File: config.mk
export PLATFORM = sky130hd
export DESIGN_NAME = link_pwr_ctrl
export DESIGN_NICKNAME = d
export VERILOG_FILES = /design/src/rtl/link_pwr_pkg.sv /design/src/rtl/link_pwr_sync.sv /design/src/rtl/link_pwr_fsm.sv /design/src/rtl/link_pwr_ctrl.sv
export SDC_FILE = /design/constraint.sdc
export NUM_CORES = 1
export LEC_CHECK = 0
export BUFFER_PORTS_ARGS = -buffer_cell sky130_fd_sc_hd__buf_4
export CAP_MARGIN = 20
export CORE_MARGIN = 2
export CORE_UTILIZATION = 58
export CTS_BUF_LIST = sky130_fd_sc_hd__clkbuf_16
export CTS_CLUSTER_DIAMETER = 30
export DETAILED_ROUTE_END_ITERATION = 10
export PLACE_DENSITY = 0.75
export SLEW_MARGIN = 20
export SYNTH_ARGS = -nofsm -noshare
export SYNTH_HDL_FRONTEND = slang
export SYNTH_SLANG_ARGS = --single-unit
File: constraint.sdc
create_clock -name clk_i -period 5.82 [get_ports clk_i]
set_clock_uncertainty 0.2 [all_clocks]
set_input_delay 1.164 -clock clk_i [delete_from_list [all_inputs] [get_ports clk_i]]
set_output_delay 1.164 -clock clk_i [all_outputs]
set_load 0.01 [all_outputs]
File: src/rtl/link_pwr_pkg.sv
package link_pwr_pkg;
    typedef enum logic [1:0] {
        MODE_OFF  = 2'b00,
        MODE_IDLE = 2'b01,
        MODE_QUAL = 2'b10,
        MODE_RUN  = 2'b11
    } mode_e;
endpackage

File: src/rtl/link_pwr_sync.sv
module link_pwr_sync #(
    parameter int W = 1
) (
    input  logic         clk_i,
    input  logic         rst_ni,
    input  logic [W-1:0] d_i,
    output logic [W-1:0] q_o
);
    logic [W-1:0] meta_q, hold_q;

    always_ff @(posedge clk_i or negedge rst_ni) begin
        if (!rst_ni) begin
            meta_q <= '0;
            hold_q <= '0;
        end else begin
            meta_q <= d_i;
            hold_q <= meta_q;
        end
    end

    assign q_o = hold_q;
endmodule

File: src/rtl/link_pwr_fsm.sv
module link_pwr_fsm
    import link_pwr_pkg::*;
#(
    parameter int QUAL_CYCLES = 400,
    parameter int MIN_EDGES   = 16,
    parameter int LOSS_CYCLES = 64
) (
    input  logic  clk_i,
    input  logic  rst_ni,
    input  logic  oe_i,
    input  logic  hpd_i,
    input  logic  auto_i,
    input  logic  act_i,
    output mode_e mode_o
);
    localparam int QW = $clog2(QUAL_CYCLES + 1);
    localparam int EW = $clog2(MIN_EDGES + 1);
    localparam int LW = $clog2(LOSS_CYCLES + 1);

    typedef struct packed {
        mode_e         mode;
        logic          act_prev;
        logic [QW-1:0] qtmr;
        logic [EW-1:0] ecnt;
        logic [LW-1:0] quiet;
    } fsm_t;

    fsm_t st_d, st_q;
    logic edge_seen, allowed;
    logic [EW-1:0] ecnt_nx;

    always_comb begin
        st_d          = st_q;
        st_d.act_prev = act_i;
        edge_seen     = act_i ^ st_q.act_prev;
        allowed       = oe_i && (auto_i || hpd_i);
        ecnt_nx       = st_q.ecnt;
        if (edge_seen && st_q.ecnt < EW'(MIN_EDGES)) ecnt_nx = st_q.ecnt + 1'b1;

        if (!allowed) begin
            st_d.mode  = MODE_OFF;
            st_d.qtmr  = '0;
            st_d.ecnt  = '0;
            st_d.quiet = '0;
        end else begin
            unique case (st_q.mode)
                MODE_OFF: st_d.mode = MODE_IDLE;
                MODE_IDLE: begin
                    if (edge_seen) begin
                        st_d.mode = MODE_QUAL;
                        st_d.qtmr = '0;
                        st_d.ecnt = '0;
                    end
                end
                MODE_QUAL: begin
                    st_d.qtmr = st_q.qtmr + 1'b1;
                    st_d.ecnt = ecnt_nx;
                    if (st_q.qtmr == QW'(QUAL_CYCLES - 1)) begin
                        st_d.mode  = (ecnt_nx >= EW'(MIN_EDGES)) ? MODE_RUN : MODE_IDLE;
                        st_d.qtmr  = '0;
                        st_d.quiet = '0;
                    end
                end
                MODE_RUN: begin
                    if (edge_seen) begin
                        st_d.quiet = '0;
                    end else if (st_q.quiet == LW'(LOSS_CYCLES - 1)) begin
                        st_d.mode  = MODE_IDLE;
                        st_d.quiet = '0;
                    end else begin
                        st_d.quiet = st_q.quiet + 1'b1;
                    end
                end
                default: st_d.mode = MODE_OFF;
            endcase
        end
    end

    always_ff @(posedge clk_i or negedge rst_ni) begin
        if (!rst_ni) begin
            st_q <= '{mode: MODE_OFF, act_prev: 1'b0, qtmr: '0, ecnt: '0, quiet: '0};
        end else begin
            st_q <= st_d;
        end
    end

    assign mode_o = st_q.mode;

    // output-enable low forces power-down
    assert_oe_low_off_R1: assert property (@(posedge clk_i) disable iff (!rst_ni)
        !oe_i |=> st_q.mode == MODE_OFF);

    // hot-plug low with auto-standby clear forces power-down
    assert_hpd_low_off_R3: assert property (@(posedge clk_i) disable iff (!rst_ni)
        (oe_i && !auto_i && !hpd_i) |=> st_q.mode == MODE_OFF);

    // idle never reaches qualify without an activity edge
    assert_idle_needs_edge_R6: assert property (@(posedge clk_i) disable iff (!rst_ni)
        (st_q.mode == MODE_IDLE && act_i == st_q.act_prev) |=> st_q.mode != MODE_QUAL);

    // qualify holds until its window ends
    assert_qual_holds_R7: assert property (@(posedge clk_i) disable iff (!rst_ni)
        (st_q.mode == MODE_QUAL && allowed && st_q.qtmr != QW'(QUAL_CYCLES - 1))
        |=> st_q.mode == MODE_QUAL);

    // normal mode is entered only from qualify
    assert_run_from_qual_R7: assert property (@(posedge clk_i) disable iff (!rst_ni)
        (st_q.mode == MODE_RUN && $past(st_q.mode) != MODE_RUN) |-> $past(st_q.mode) == MODE_QUAL);

    // window timer stays in range
    assert_qtmr_range_R7: assert property (@(posedge clk_i) disable iff (!rst_ni)
        st_q.qtmr < QW'(QUAL_CYCLES));

    // activity edge in normal mode keeps it there
    assert_run_kept_R9: assert property (@(posedge clk_i) disable iff (!rst_ni)
        (st_q.mode == MODE_RUN && allowed && act_i != st_q.act_prev) |=> st_q.mode == MODE_RUN);
endmodule

File: src/rtl/link_pwr_ctrl.sv
module link_pwr_ctrl
    import link_pwr_pkg::*;
#(
    parameter int QUAL_CYCLES = 400,
    parameter int MIN_EDGES   = 16,
    parameter int LOSS_CYCLES = 64
) (
    input  logic       clk_i,
    input  logic       rst_ni,
    input  logic       oe_i,
    input  logic       hpd_snk_i,
    input  logic       auto_sb_i,
    input  logic       clk_act_i,
    output logic       data_rx_en_o,
    output logic       clk_rx_en_o,
    output logic       tx_en_o,
    output logic       tx_hiz_o,
    output logic       ddc_en_o,
    output logic       hpd_src_o,
    output logic       hpd_src_oe_o,
    output logic [1:0] mode_o
);
    localparam int NSYNC = 4;

    logic [NSYNC-1:0] raw_in, sync_out;
    logic oe_s, hpd_s, auto_s, act_s;
    mode_e mode;

    assign raw_in = {oe_i, hpd_snk_i, auto_sb_i, clk_act_i};
    assign {oe_s, hpd_s, auto_s, act_s} = sync_out;

    link_pwr_sync #(.W(NSYNC)) u_sync (
        .clk_i (clk_i),
        .rst_ni(rst_ni),
        .d_i   (raw_in),
        .q_o   (sync_out)
    );

    link_pwr_fsm #(
        .QUAL_CYCLES(QUAL_CYCLES),
        .MIN_EDGES  (MIN_EDGES),
        .LOSS_CYCLES(LOSS_CYCLES)
    ) u_fsm (
        .clk_i (clk_i),
        .rst_ni(rst_ni),
        .oe_i  (oe_s),
        .hpd_i (hpd_s),
        .auto_i(auto_s),
        .act_i (act_s),
        .mode_o(mode)
    );

    always_comb begin
        data_rx_en_o = (mode == MODE_RUN);
        tx_en_o      = (mode == MODE_RUN);
        clk_rx_en_o  = (mode != MODE_OFF);
        ddc_en_o     = (mode != MODE_OFF);
        tx_hiz_o     = (mode != MODE_RUN);
        hpd_src_oe_o = oe_s;
        hpd_src_o    = oe_s & hpd_s;
        mode_o       = mode;
    end

    // data receivers never run without the clock receiver
    assert_rx_order_R5: assert property (@(posedge clk_i) disable iff (!rst_ni)
        data_rx_en_o |-> clk_rx_en_o);

    // synchronized output-enable low turns the transmitters off next cycle
    assert_tx_off_R1: assert property (@(posedge clk_i) disable iff (!rst_ni)
        !oe_s |=> !tx_en_o && !ddc_en_o);
endmodule

======== Word-level counts from Yosys, hierarchy flattened ========
Index checks and enable logic that the tools add are counted.
word-level totals
  output and inout bits ................... 9
  bits in writable memories ............... 0
  bits in read-only memories .............. 0
  bits in latches ......................... 0
  register bits after elaboration ......... 32
  logic and storage cells ................. 50
  memories kept ........................... 0
operators by class
  muxes and demuxes ....................... 16
  bitwise logic cells ..................... 2
  shift-type cells ........................ 0
  $mul .................................... 0
  $add $sub $neg .......................... 3
  eq/ne operators ......................... 12
  reduce and logical (&&, ||, !) cells .... 8
  $lt $le $gt $ge ......................... 2
  divide/modulo/power cells ............... 0
operator list
  operator                                              number
  one-hot mux 14 bit (2 select lines)                   1
  two-way mux 21 bit                                    1
  two-way mux 7 bit                                     3
  != test 3 bit (second input constant)                 5
  two-way mux 14 bit                                    1
  one-hot mux 7 bit (2 select lines)                    1
  two-way mux 2 bit                                     6
  adder 9 x 1 -> 9 bit (second input constant)          1
  equality test 9 bit (second input constant)           1
  two-way mux 9 bit                                     1
  one-hot mux 2 bit (4 select lines)                    1
  adder 7 x 1 -> 7 bit (second input constant)          1
  equality test 7 x 6 -> 1 bit (second input constant)  1
  adder 5 x 1 -> 5 bit (second input constant)          1
  >= comparator 5 bit (second input constant)           1
  < comparator 5 bit (second input constant)            1
  two-way mux 5 bit                                     1
  equality test 2 bit (second input constant)           2
  AND reduction 2 bit                                   2
  AND reduction 4 bit                                   1
  != test 3 x 2 -> 1 bit (second input constant)        1
  equality test 2 x 1 -> 1 bit (second input constant)  1
  logical AND 1 bit                                     2
  zero test 2 bit                                       1
  5 further kinds                                       5

======== Longest topological paths before layout ========
Gate-level depths: netlist of the first run.
  depth after elaboration ................. 8
  mapped depth ............................ 8

======== Hierarchy ========
A second synthesis of the first run with hierarchy kept.
unflattened totals
  cell total of the unflattened synthesis .. 164
  area total of the unflattened synthesis .. 1714.1 um2
by module, submodules not included
  module         times used  area each (um2)  cells an instance
  link_pwr_fsm   1           1475.2           150
  link_pwr_sync  1           200.2            8
  link_pwr_ctrl  1           38.8             6

======== Least setup slack after synthesis of the first run ========
Ideal clock, no wire load.
  path type ............................... register to output
  start point ............................. register u_fsm.st_q (netlist bit u_fsm.mode_o[0])
  end point ............................... output ddc_en_o
  cell stages (with the launch flop) ...... 5
  setup slack ............................. 3.576 ns
  path buffers ............................ 1
  arrival ................................. 0.880 ns
  cell sequence ........................... dfrtp_1 inv_1 ha_1 inv_1 buf_4
on the way
  word-level cells in the longest chain between the ends .. 1
RTL lines
  what                    RTL line             RTL
  from (decl)             link_pwr_fsm.sv:28   fsm_t st_d, st_q;
  from (signal assigned)  link_pwr_fsm.sv:81   st_q <= '{mode: MODE_OFF, act_prev: 1'b0, qtmr: '0, ecnt: '0, quiet: '0};
  from (signal assigned)  link_pwr_fsm.sv:83   st_q <= st_d;
  nonzero test 2 bit      --
  to (decl)               link_pwr_ctrl.sv:18  output logic ddc_en_o,
No other way between the ends.

======== Worst setup path in the final report of the first run ========
  start point ............................. register u_fsm.st_q (netlist bit u_fsm.mode_o[0])
  end point ............................... output tx_hiz_o
on the way
  word-level cells in the longest chain between the ends .. 1
RTL lines
  what           RTL line             RTL
  != test 2 bit  link_pwr_ctrl.sv:58  tx_hiz_o = (mode != MODE_RUN);
  to (decl)      link_pwr_ctrl.sv:17  output logic tx_hiz_o,
No other way between the ends.

==> results of run 1 <==
## where the power goes
group	total (W)	internal, W	switching [W]
registers	0.000233	0.000228	0.00000479
logic	0.0000486	0.0000168	0.0000318
clock network	0.000237	0.000152	0.0000850
## logic make-up after synthesis
group,count (synthesis)
AOI/OAI and AO/OA,55
xor gates and xnor gates,3
adders and majority gates,8
buffers and inverters,21
DFF,32
muxes,2
and+or+nand+nor,62
## synth_stat cells (2+ instances only)
master / instances / share of area [%]
a211oi_1: 3 / 1.2
a21oi_1: 7 / 1.9
a22o_1: 4 / 1.9
a22oi_1: 3 / 1.2
a32o_1: 2 / 1.1
and3_1: 2 / 0.69
buf_2: 2 / 0.55
buf_4: 5 / 2.1
clkbuf_1: 3 / 0.62
dfrtp_1: 32 / 44
ha_1: 8 / 5.5
inv_1: 10 / 2.1
nand2_1: 13 / 2.7
nand3_1: 10 / 2.8
nand3b_1: 2 / 0.83
nand4_1: 2 / 0.69
nand4b_1: 3 / 1.5
nor2_1: 8 / 1.7
nor2b_1: 5 / 1.7
nor3_1: 10 / 2.8
o211ai_1: 4 / 1.7
o21a_1: 4 / 1.7
o21ai_0: 12 / 3.3
o21ai_1: 2 / 0.55
xnor2_1: 2 / 0.97
## sequential cells by signal, summed over array words and instances (netlist names)
signal,cells
u_fsm.mode_o,2
u_fsm.st_q,22
u_sync.meta_q,4
u_sync.q_o,4
## placed cells by master (no fill, tap or decap), types with 3 or more instances in the layout
cell / synthesis / final
a211oi_1: 3 / 3
a21oi_1: 7 / 7
a22o_1: 4 / 4
a22oi_1: 3 / 3
buf_4: 5 / 15
clkbuf_16: 0 / 5
dfrtp_1: 32 / 32
ha_1: 8 / 8
inv_1: 10 / 10
nand2_1: 13 / 13
nand3_1: 10 / 10
nand4b_1: 3 / 3
nor2_1: 8 / 8
nor2b_1: 5 / 5
nor3_1: 10 / 10
o211ai_1: 4 / 4
o21a_1: 4 / 4
o21ai_0: 12 / 12
## worst max-delay path, stage by stage, from the launching register on
cell and delay (ns):
dfrtp_1 0.43, ha_1 0.29, inv_1 0.15, buf_4 0.14
## how the worst max path moves through the flow
stage | to | slack, ns | startpoint
after floorplan | ddc_en_o | 3.58 | u_fsm.mode_o[0]$_DFFE_PN0P_
after global placement | u_fsm.mode_o[0]$_DFFE_PN0P_ | 3.45 | u_sync.q_o[0]$_DFF_PN0_
after detailed placement | u_fsm.st_q[14]$_DFFE_PN0P_ | 3.36 | u_fsm.mode_o[1]$_DFFE_PN0P_
after CTS | tx_hiz_o | 3.16 | u_fsm.mode_o[0]$_DFFE_PN0P_
after global routing | tx_hiz_o | 3.09 | u_fsm.mode_o[0]$_DFFE_PN0P_
final | tx_hiz_o | 3.16 | u_fsm.mode_o[0]$_DFFE_PN0P_
## routing by layer
layer | GRT usage [%] | vias to the layer above
met1 | 31.8 | 713
met4 | 10.8 | 0
li1 | - | 694
met5 | 0 | -
met3 | 7.14 | 5
met2 | 35.7 | 36
## per-stage QoR
stage | instance area [µm²] | instances | util, %
floorplan | 1810 | 183 | -
global placement | 1890 | 220 | 62.9
detailed placement | 1890 | 220 | 62.9
CTS | 2020 | 227 | 67.3
global route | 2030 | 227 | 67.6
finish | 2030 | 227 | 67.6
## cell type report
cell class	count	area, µm²	area share [%]
Clock buffer	5	125	6.17
Inverter	10	37.5	1.85
Multi-Input combinational cell	130	905	44.6
Timing Repair Buffer	15	113	5.55
Clock inverter	2	7.51	0.370
Tap cell	33	41.3	2.03
Sequential cell	32	801	39.5
==> metrics.md, run 1 <==
| Metric | Value |
|---|---|
| Status | complete, no violations |
| Clk buf depth | 2 |
| Pre-antenna DRT Iters | 4 |
| Final setup TNS | 0 ns |
| Post-synth top flop | dfrtp_1 |
| Synthesized area | ~1800 µm² |
| Synth cell types | 50 |
| Post-Syn Nets | roughly 200 |
| Minimum clock period after layout | 2.66 ns |
| Mean Syn Cell Area | approximately 9.9 µm² |
| Die area | between 3000 and 4000 µm² |
| Sequential area share after synthesis | between 40 and 50% |
| FMAX | 0.377 GHz |
| DR iter-0 viols | around 120 |
| Post-Syn Instances | 183 |
| First-pass GRT wire length | between 6000 and 7000 µm |
| MaxCap Viol Count | 0 |
| Synthesis warning total | 0 |
| Total number of vias | 1448 |
| Post-synth EDFFs | 0 |
| GRT Resource Usage Total | a little under a quarter |
| Largest family of logic cells by synthesized area | compound AO/OA/AOI/OAI gates |
| Leak | around 0.9 nW |
| Fill count | ~230 |
| Tot Pwr | roughly 0.00052 W |
| Mux share of post-synthesis cell area | between 1 and 1.5% |
| Post-route DRC | 0 |
| Gr ovfl total | 0 |
| Hold EP | u_sync.q_o[2]$_DFF_PN0_ |
| Post-synthesis register bit count | 32 |
| TritonCTS clock tree | done |
| Vias per cell | approximately 6.4 |
| Pin count of the biggest net entering global routing | 33 |
| Final WS setup | between 3 and 4 ns |
| Worst skew pair latency | roughly 0.28 ns |
| Die width | 59.8 µm |
| IO Pins | 15 |
| WL met3 | approximately 170 µm |
| DP HPWL | 2570 µm |
| Slew Limit Headroom | 37.5% |
| Clock Sinks | 32 |
| Final Hold Viols | 0 |
| Hold Path Stages | 0 |
| Root Driver | clkbuf_16 |
| Wirelength per Cell | around 16 µm |
| CORE AREA | roughly 3000 µm² |
| Xor and xnor area share after synthesis | between 1 and 1.5% |
| Pwr dens | ~260 nW/µm² |
| Met2 wire length | 1750 µm |
| Initial Utilization | around three fifths |
| RR Endpoint | u_fsm.st_q[14]$_DFFE_PN0P_ |
| Hold Slack | 0.149 ns |
| Highest ir drop seen on vdd | 0.230 mV |
| Worst-Margin Slew | 0.931 ns |
| CP Capture Type | output port |
| N_diodes | 0 |
| Synth async-reset ratio | between 90% and 100% |
| Synthesized-area fraction occupied by adder cells | around 5.5% |
| Compound-Gate Fraction of Synth Area | 22.2% |
| Synth-to-Final Area Change | 12.4% |
| Met1 WL | around 1700 µm |
| Reg2Reg Depth | 6 |
| Hold Crit Class | register to register |
| Final Slew Violations | 0 |
| DRT antenna net count | 0 |
| Uppermost layer routed | met4 |
| WP data arrival | about 1.3 ns |
| Final WL | around 3600 µm |
| Die Y | roughly 60 µm |
| Layout cells sized above 1 | between 15 and 20% |
| Tcrit/Tclk final | between 40% and 50% |
| Crit Path Category | register to output port |
| CTS Hold Bufs | 0 |
| GPL Wtd Cong | a little over 0.8 |
| Pre-CTS setup slack | around 3.4 ns |
| Post-Synth Simple-Gate Area | approximately a fifth |
| Clock transition at path regs | about 0.050 ns |
| CTS buffer count | 5 |
| Hold_sp | u_sync.meta_q[2]$_DFF_PN0_ |
| Initial antenna violation count | 0 |
| CP required | 4.46 ns |
| Postcts setup bufs | 0 |
| I/O Buffers | 14 |
| Crit path launch type | register |
| Final setup fails | 0 |
| H-tree level count | 2 |
| Max FO, Critical Path | 6 |
| Post-cts sizing count | 0 |
| Vias in the first global route | 1409 |
| Unrepaired setup endpoints after global routing | no |
| Site Rows | 20 |
| R2r startpoint | u_fsm.mode_o[1]$_DFFE_PN0P_ |
| Worst reg2reg setup slack | about 3.3 ns |
| Nets | 208 |
Note: power is estimated with default switching activity, not from simulation.
==> run 2: changes to the inputs <==
==> constraint.sdc (replaced) <==
create_clock -name clk_i -period 2.7 [get_ports clk_i]
set_clock_uncertainty 0.2 [all_clocks]
set_input_delay 0.54 -clock clk_i [delete_from_list [all_inputs] [get_ports clk_i]]
set_output_delay 0.54 -clock clk_i [all_outputs]
set_load 0.01 [all_outputs]
==> run 2 against run 1 <==
The flow now finishes with violations (hold timing). Via count down 1.5%. Core utilization up 1.5 points. Sequential cell count unchanged. Count of clock-buffer cells in the layout unchanged. Critical path depth up 3. Non-clock buffer count up 3. Combinational power up 130%. Largest cell class unchanged. Setup slack worse by 2.6 ns. Clock power rose to 2.6 times the previous value. Routed wire length up 0.47%.
==> metrics.md, run 2 (synthesis gave the netlist of run 1 again) <==
| Metric | Value |
|---|---|
| Most frequent cells in the layout | dfrtp_1, buf_4, nand2_1 |
| Post-cts sizing count | 0 (unchanged) |
| Final setup TNS | 0 ns (unchanged) |
| Slew Limit Headroom | 71.8% (+34 points) |
| Worst path slowest cell | dfrtp_1 |
| Wirelength per Cell | 15.8 µm (-1.3%) |
| Failing checks | hold timing |
| FMAX | 0.459 GHz |
| First-pass GRT wire length | 6410 µm (+1.8%) |
| Final Slew Violations | 0 (unchanged) |
| CP Capture Type | register |
| MaxCap Viol Count | 0 (unchanged) |
| Hold Crit Class | input port to asynchronous set/reset pin |
| Post-route DRC | 0 (unchanged) |
| GPL Wtd Cong | 0.825 (+2.2%) |
| H-tree level count | 2 (unchanged) |
| DRT antenna net count | 0 (unchanged) |
| Die area | 3580 µm² (unchanged) |
| Fill count | 243 (+8.0%) |
| Max reg flops | 22 (unchanged) |
| Pin count of the biggest net entering global routing | 33 (unchanged) |
| DR iter-0 viols | 103 (-13%) |
| Crit-path cells | inv_1 -> ha_1 -> inv_1 -> a21oi_1 -> nor2_1 -> nor4b_1 |
| CORE AREA | 3000 µm² (unchanged) |
| Synth-to-Final Area Change | 14.9% |
| Pwr dens | 592 nW/µm² (+130%) |
| Unrepaired setup endpoints after global routing | no |
| Clk buf depth | 2 (unchanged) |
| Final setup fails | 0 (unchanged) |
| Leak | 0.900 nW (+2.6%) |
| Delay-heaviest family, CP | simple AND/OR/NAND/NOR gates |
| Worst skew pair latency | 0.27 ns (about the same) |
| N_diodes | 0 (unchanged) |
| Most common cell after layout, fill and taps aside | dfrtp_1 |
| Minimum clock period after layout | roughly 2.2 ns |
| Initial antenna violation count | 0 (unchanged) |
| Pre-antenna DRT Iters | 4 (unchanged) |
| Final Util | 69.1% (+1.5 points) |
| Critical Path Most Common Cell | inv_1 |
| Site Rows | 20 (unchanged) |
| CTS buffer count | 5 (unchanged) |
| Final Hold Viols | 5 (+5) |
| Worst Path Buf+Inv | 2 (unchanged) |
| I/O Buffers | 14 (unchanged) |
| CTS Hold Bufs | 0 (unchanged) |
| Crit path launch type | register |
| Total number of vias | 1427 (-1.5%) |
| Most flops, register | u_fsm.st_q |
| Gr ovfl total | 0 (unchanged) |
| IO Pins | 15 (unchanged) |
| Layout cells sized above 1 | 17.2% (+1.2 points) |
| Die width | 59.8 µm (unchanged) |
| Root Driver | clkbuf_16 |
| WP data arrival | 2.14 ns (+0.85 ns) |
| DP HPWL | 2560 µm (-0.63%) |
| Status | finished with violations |
| Postcts setup bufs | 0 (unchanged) |
| Final WL | 3660 µm (+0.47%) |
| Max FO, Critical Path | 10 (+4) |
| TritonCTS clock tree | done |
| Worst-Margin Slew | 0.421 ns (-0.510 ns) |
| Crit Path Category | register to register |
| CP required | 2.66 ns (-1.80 ns) |
| Inst Count DP | 223 (+1.4%) |
| Nets | 211 (+1.4%) |
| DP Area | 1910 µm² (+1.2%) |
| Hold Slack | -0.00463 ns (-0.154 ns) |
| Vias in the first global route | 1378 (-2.2%) |
| Final cell count without fillers | 231 (+1.8%) |
| Post-route design area | 2070 µm² (+2.2%) |
| Clock Sinks | 32 (unchanged) |
| Clock transition at path regs | 0.05 ns (about the same) |
| Highest ir drop seen on vdd | 0.514 mV (+120%) |
| Vias per cell | 6.18 (-3.2%) |
| Tcrit/Tclk final | 80.7% |
| GRT Resource Usage Total | 24.1% (+0.23 points) |
| Initial Utilization | 60.1% (unchanged) |
| Slowest cell delay on critical path | 0.43 ns (about the same) |
| Die Y | 59.8 µm (unchanged) |
[run 2: changes by cell type in the layout (fill, tap and decap cells not counted)]
cell / change
buf_4: +3
xnor2_1: +1
bufinv_16: +1
xnor2_2: -1
[run 2: final cells by class]
cell class	count	area, µm²	area share, %
inverter	10	37.5	1.81
sequential	32	801	38.6
timing repair buffer	18	135	6.51
clock inverter	3	37.5	1.81
multi-input combinational	130	897	43.2
clock buffer	5	125	6.03
tap	33	41.3	1.99
[run 2: power breakdown]
group          switching, W  internal (W)  leakage, nW
logic             0.0000690     0.0000406        0.396
clock network      0.000190      0.000428       0.0789
registers         0.0000102      0.000491        0.424
total              0.000269      0.000959        0.900
[run 2: metrics by stage]
step | total power, W | setup slack [ns]
2_1_floorplan | 0.000577 | 0.760
3_3_place_gp | 0.000615 | 0.627
3_5_place_dp | 0.000618 | 0.525
4_1_cts | 0.00124 | 0.499
5_1_grt | 0.00128 | 0.224
6_report | 0.00123 | 0.521
[run 2: worst paths after layout]
check	start	end	slack [ns]	cells after the start
setup / recovery	u_fsm.mode_o[0]$_DFFE_PN0P_	u_fsm.st_q[12]$_DFFE_PN0P_	0.52	6
hold / removal	rst_ni	u_fsm.st_q[9]$_DFFE_PN0P_	-0.005	1
setup reg to reg	u_fsm.mode_o[0]$_DFFE_PN0P_	u_fsm.st_q[12]$_DFFE_PN0P_	0.52	6
hold reg to reg	u_sync.meta_q[3]$_DFF_PN0_	u_sync.q_o[3]$_DFF_PN0_	0.15	0
max in group asynchronous	rst_ni	u_fsm.mode_o[1]$_DFFE_PN0P_	2.01	1
min in group clk_i	u_sync.meta_q[3]$_DFF_PN0_	u_sync.q_o[3]$_DFF_PN0_	0.15	0
[run 2: worst register-to-register path: stages, from the launching register on]
cell and delay, ns:
dfrtp_1 0.43, inv_1 0.11, ha_1 0.37, inv_1 0.17, a21oi_1 0.31, nor2_1 0.15
nor4b_1 0.33
[run 2: layer usage]
metal  share of wire, %  track usage, %
met1                 46            30.9
met2                 49            39.3
met3                3.8            7.36
met4               0.63            6.67
met5                  0               0
==> run 3: changes to the inputs <==
--- a/config.mk
+++ b/config.mk
@@ -5,14 +5,15 @@
 export SDC_FILE = /design/constraint.sdc
 export NUM_CORES = 1
 export LEC_CHECK = 0
+export ABC_AREA = 1
 export BUFFER_PORTS_ARGS = -buffer_cell sky130_fd_sc_hd__buf_4
 export CAP_MARGIN = 20
 export CORE_MARGIN = 2
-export CORE_UTILIZATION = 58
+export CORE_UTILIZATION = 53
 export CTS_BUF_LIST = sky130_fd_sc_hd__clkbuf_16
 export CTS_CLUSTER_DIAMETER = 30
 export DETAILED_ROUTE_END_ITERATION = 10
-export PLACE_DENSITY = 0.75
+export PLACE_DENSITY = 0.72
 export SLEW_MARGIN = 20
 export SYNTH_ARGS = -nofsm -noshare
 export SYNTH_HDL_FRONTEND = slang
==> constraint.sdc (replaced) <==
create_clock -name clk_i -period 1.9 [get_ports clk_i]
set_clock_uncertainty 0.2 [all_clocks]
set_input_delay 0.38 -clock clk_i [delete_from_list [all_inputs] [get_ports clk_i]]
set_output_delay 0.38 -clock clk_i [all_outputs]
set_load 0.01 [all_outputs]
==> run 3 against run 2 <==
The flow now finishes without violations. Routed wire length decreased by 11%. Sequential share of layout area decreased by 2.5 points. Non-clock buffer count increased by 2. Sequential cell count unchanged. Cell count increased by 32%. Worst hold slack improved by 0.15 ns. Register-to-register slack got worse by 0.37 ns. Critical path depth decreased by 3. Count of clock-buffer cells in the layout unchanged. Largest cell class unchanged.
==> metrics.md, run 3 <==
| Metric | Value |
|---|---|
| Most frequent cells in the layout | nand2_1, inv_1, dfrtp_1 |
| Slowest cell delay on critical path | 0.44 ns (about the same) |
| H-tree level count | 2 (unchanged) |
| Tcrit/Tclk final | 95.5% |
| Post-synthesis register bit count | 32 (unchanged) |
| IO Pins | 15 (unchanged) |
| Pre-CTS setup slack | 0.106 ns (-0.419 ns) |
| Initial antenna violation count | 0 (unchanged) |
| Clk buf depth | 2 (unchanged) |
| Pwr dens | 772 nW/µm² (+30%) |
| DR iter-0 viols | 94 (-8.7%) |
| Post-route design area | 2220 µm² (+7.0%) |
| Post-Syn Instances | 235 (+28%) |
| Highest ir drop seen on vdd | 0.777 mV (+51%) |
| Crit-path cells | ha_1 -> inv_2 -> buf_4 |
| Post-synth top cells | nand2_1, inv_1, dfrtp_1 |
| Synth area leaders | dfrtp_1, nand2_1, inv_1 |
| Hold Slack | 0.146 ns (+0.150 ns) |
| DP Area | 2000 µm² (+4.7%) |
| Synth-to-Final Area Change | 17.5% |
| Post-synth EDFFs | 0 (unchanged) |
| Worst skew pair latency | 0.28 ns (about the same) |
| Final WL | 3270 µm (-11%) |
| FMAX | roughly 0.55 GHz |
| Site Rows | 21 (+5.0%) |
| I/O Buffers | 14 (unchanged) |
| MaxCap Viol Count | 0 (unchanged) |
| Synthesized area | 1890 µm² (+4.6%) |
| Die width | 63.7 µm (+6.5%) |
| Total number of vias | 1454 (+1.9%) |
| GRT Resource Usage Total | 18.1% (-5.9 points) |
| Max reg flops | 22 (unchanged) |
| Wirelength per Cell | 10.8 µm (-32%) |
| N_diodes | 0 (unchanged) |
| First-pass GRT wire length | 5750 µm (-10%) |
| Post-route DRC | 0 (unchanged) |
| Worst-Margin Slew | 0.407 ns (-0.0148 ns) |
| GPL Wtd Cong | 0.867 (+5.1%) |
| Most common cell in the netlist | nand2_1 |
| CTS buffer count | 5 (unchanged) |
| Crit path launch type | register |
| Final setup fails | 0 (unchanged) |
| Hold Crit Class | register to register |
| Unrepaired setup endpoints after global routing | no |
| CP Capture Type | output port |
| Post-Syn Nets | 249 (+26%) |
| CORE AREA | 3390 µm² (+13%) |
| Most common cell after layout, fill and taps aside | nand2_1 |
| Status | complete, no violations |
| WP data arrival | 1.24 ns (-0.90 ns) |
| Final setup TNS | 0 ns (unchanged) |
| Max FO, Critical Path | 6 (-4) |
| DP HPWL | 2330 µm (-8.8%) |
| Leak | 1.11 nW (+23%) |
| Area share of the largest cell type after synthesis | 42.4% (-2.0 points) |
| Final WS setup | 0.0848 ns (-0.436 ns) |
| Final Hold Viols | 0 (-5) |
| Synth async-reset ratio | 100% (unchanged) |
| Pin count of the biggest net entering global routing | 33 (unchanged) |
| Die Y | 63.7 µm (+6.5%) |
| Mean Syn Cell Area | 8.04 µm² (-19%) |
| Die area | 4060 µm² (+14%) |
| Gr ovfl total | 0 (unchanged) |
| Layout cells sized above 1 | 22.5% (+5.3 points) |
| Clock Sinks | 32 (unchanged) |
| Nets | 271 (+28%) |
| Final Slew Violations | 0 (unchanged) |
| Minimum clock period after layout | 1.82 ns |
| Root Driver | clkbuf_16 |
| Initial Utilization | 55.7% (-4.4 points) |
| Vias in the first global route | 1380 (+0.15%) |
| TritonCTS clock tree | done |
| Synthesis warning total | 0 (unchanged) |
| Worst path slowest cell | dfrtp_2 |
| Vias per cell | 4.78 (-23%) |
| Pre-antenna DRT Iters | 4 (unchanged) |
| CP required | 1.32 ns (-1.34 ns) |
| Most flops, register | u_fsm.st_q |
| DRT antenna net count | 0 (unchanged) |
| Synth cell types | 27 (-46%) |
| Leading area contributor after synthesis | dfrtp_1 |
| Fill count | 281 (+16%) |
| Clock transition at path regs | 0.06 ns (about the same) |
| Crit Path Category | register to output port |
| Tot Pwr | 0.00171 W (+39%) |
| Slew Limit Headroom | 72.9% (+1.1 points) |
| Post-synth top flop | dfrtp_1 |
| Sequential area share after synthesis | 42.4% (-2.0 points) |
[run 3: cell types whose count changed after synthesis, sizes merged, moves of 4 or more]
cell,change
nand2,+65
inv,+31
nor2,+17
nand3,+6
nor2b,-6
nor3,-6
a21oi,-5
a22o,-5
o211ai,-4
o21a,-4
[run 3: kinds of logic after synthesis]
group	Yosys count	synth area share, %
compound gates	17	5.50
simple gates	129	34.5
flops	32	42.4
fa+ha+maj	8	5.30
buf+inv	46	10.9
xor+xnor	3	1.39
[run 3: path summary, 6_finish.rpt]
path	startpoint	to	slack (ns)	cells after the start
max in group asynchronous	rst_ni	u_fsm.mode_o[0]$_DFFE_PN0P_	0.81	2
hold reg to reg	u_sync.meta_q[1]$_DFF_PN0_	u_sync.q_o[1]$_DFF_PN0_	0.15	0
min in group asynchronous	rst_ni	u_fsm.st_q[10]$_DFFE_PN0P_	0.38	2
setup / recovery	u_fsm.mode_o[0]$_DFFE_PN0P_	tx_hiz_o	0.08	3
hold / removal	u_sync.meta_q[1]$_DFF_PN0_	u_sync.q_o[1]$_DFF_PN0_	0.15	0
setup reg to reg	u_fsm.mode_o[0]$_DFFE_PN0P_	u_fsm.st_q[10]$_DFFE_PN0P_	0.15	8
[run 3: final cells by class]
type,count,area (µm²),share of cell area [%]
multi-input cells,157,892,40.2
flip-flops and latches,32,802,36.1
repair buffers,20,163,7.33
inverters,41,156,7.05
clock buffers,5,125,5.64
well taps,46,57.6,2.59
clock inverters,3,23.8,1.07
[run 3: per-layer routing]
metal	track usage, %	routed length [µm]	vias to the layer above
met2	29.6	1550	15
met3	5.36	116	3
li1	-	-	756
met1	23.0	1560	680
met4	5.98	34	0
met5	0	0	-
[run 3: critical path: cells and delay by family, from the launching register on]
kind	cells	cell delay (ns)
buffers and inverters	2	0.25
flip-flops	1	0.44
adder cells (fa/ha/maj)	1	0.27
[run 3: report_power, final]
part           internal (W)  switching (W)
logic             0.0000768       0.000126
clock network      0.000486       0.000306
registers          0.000701      0.0000168
total               0.00126       0.000448
[run 3: per-stage QoR]
| stage | utilization (%) | cells |
|---|---|---|
| 2_1_floorplan | - | 235 |
| 3_3_place_gp | 59.1 | 290 |
| 3_5_place_dp | 59.1 | 290 |
| 4_1_cts | 63.8 | 299 |
| 5_1_grt | 65.5 | 304 |
| 6_report | 65.5 | 304 |
[run 3: repair_timing]
action / in CTS / in global routing
buffers inserted: 0 / 1
endpoints found under the hold margin: 32 / 4
gates resized for setup: 1 / 5
pin swaps: 0 / 1
hold buffers: 1 / 4
setup endpoints to repair: 1 / 6
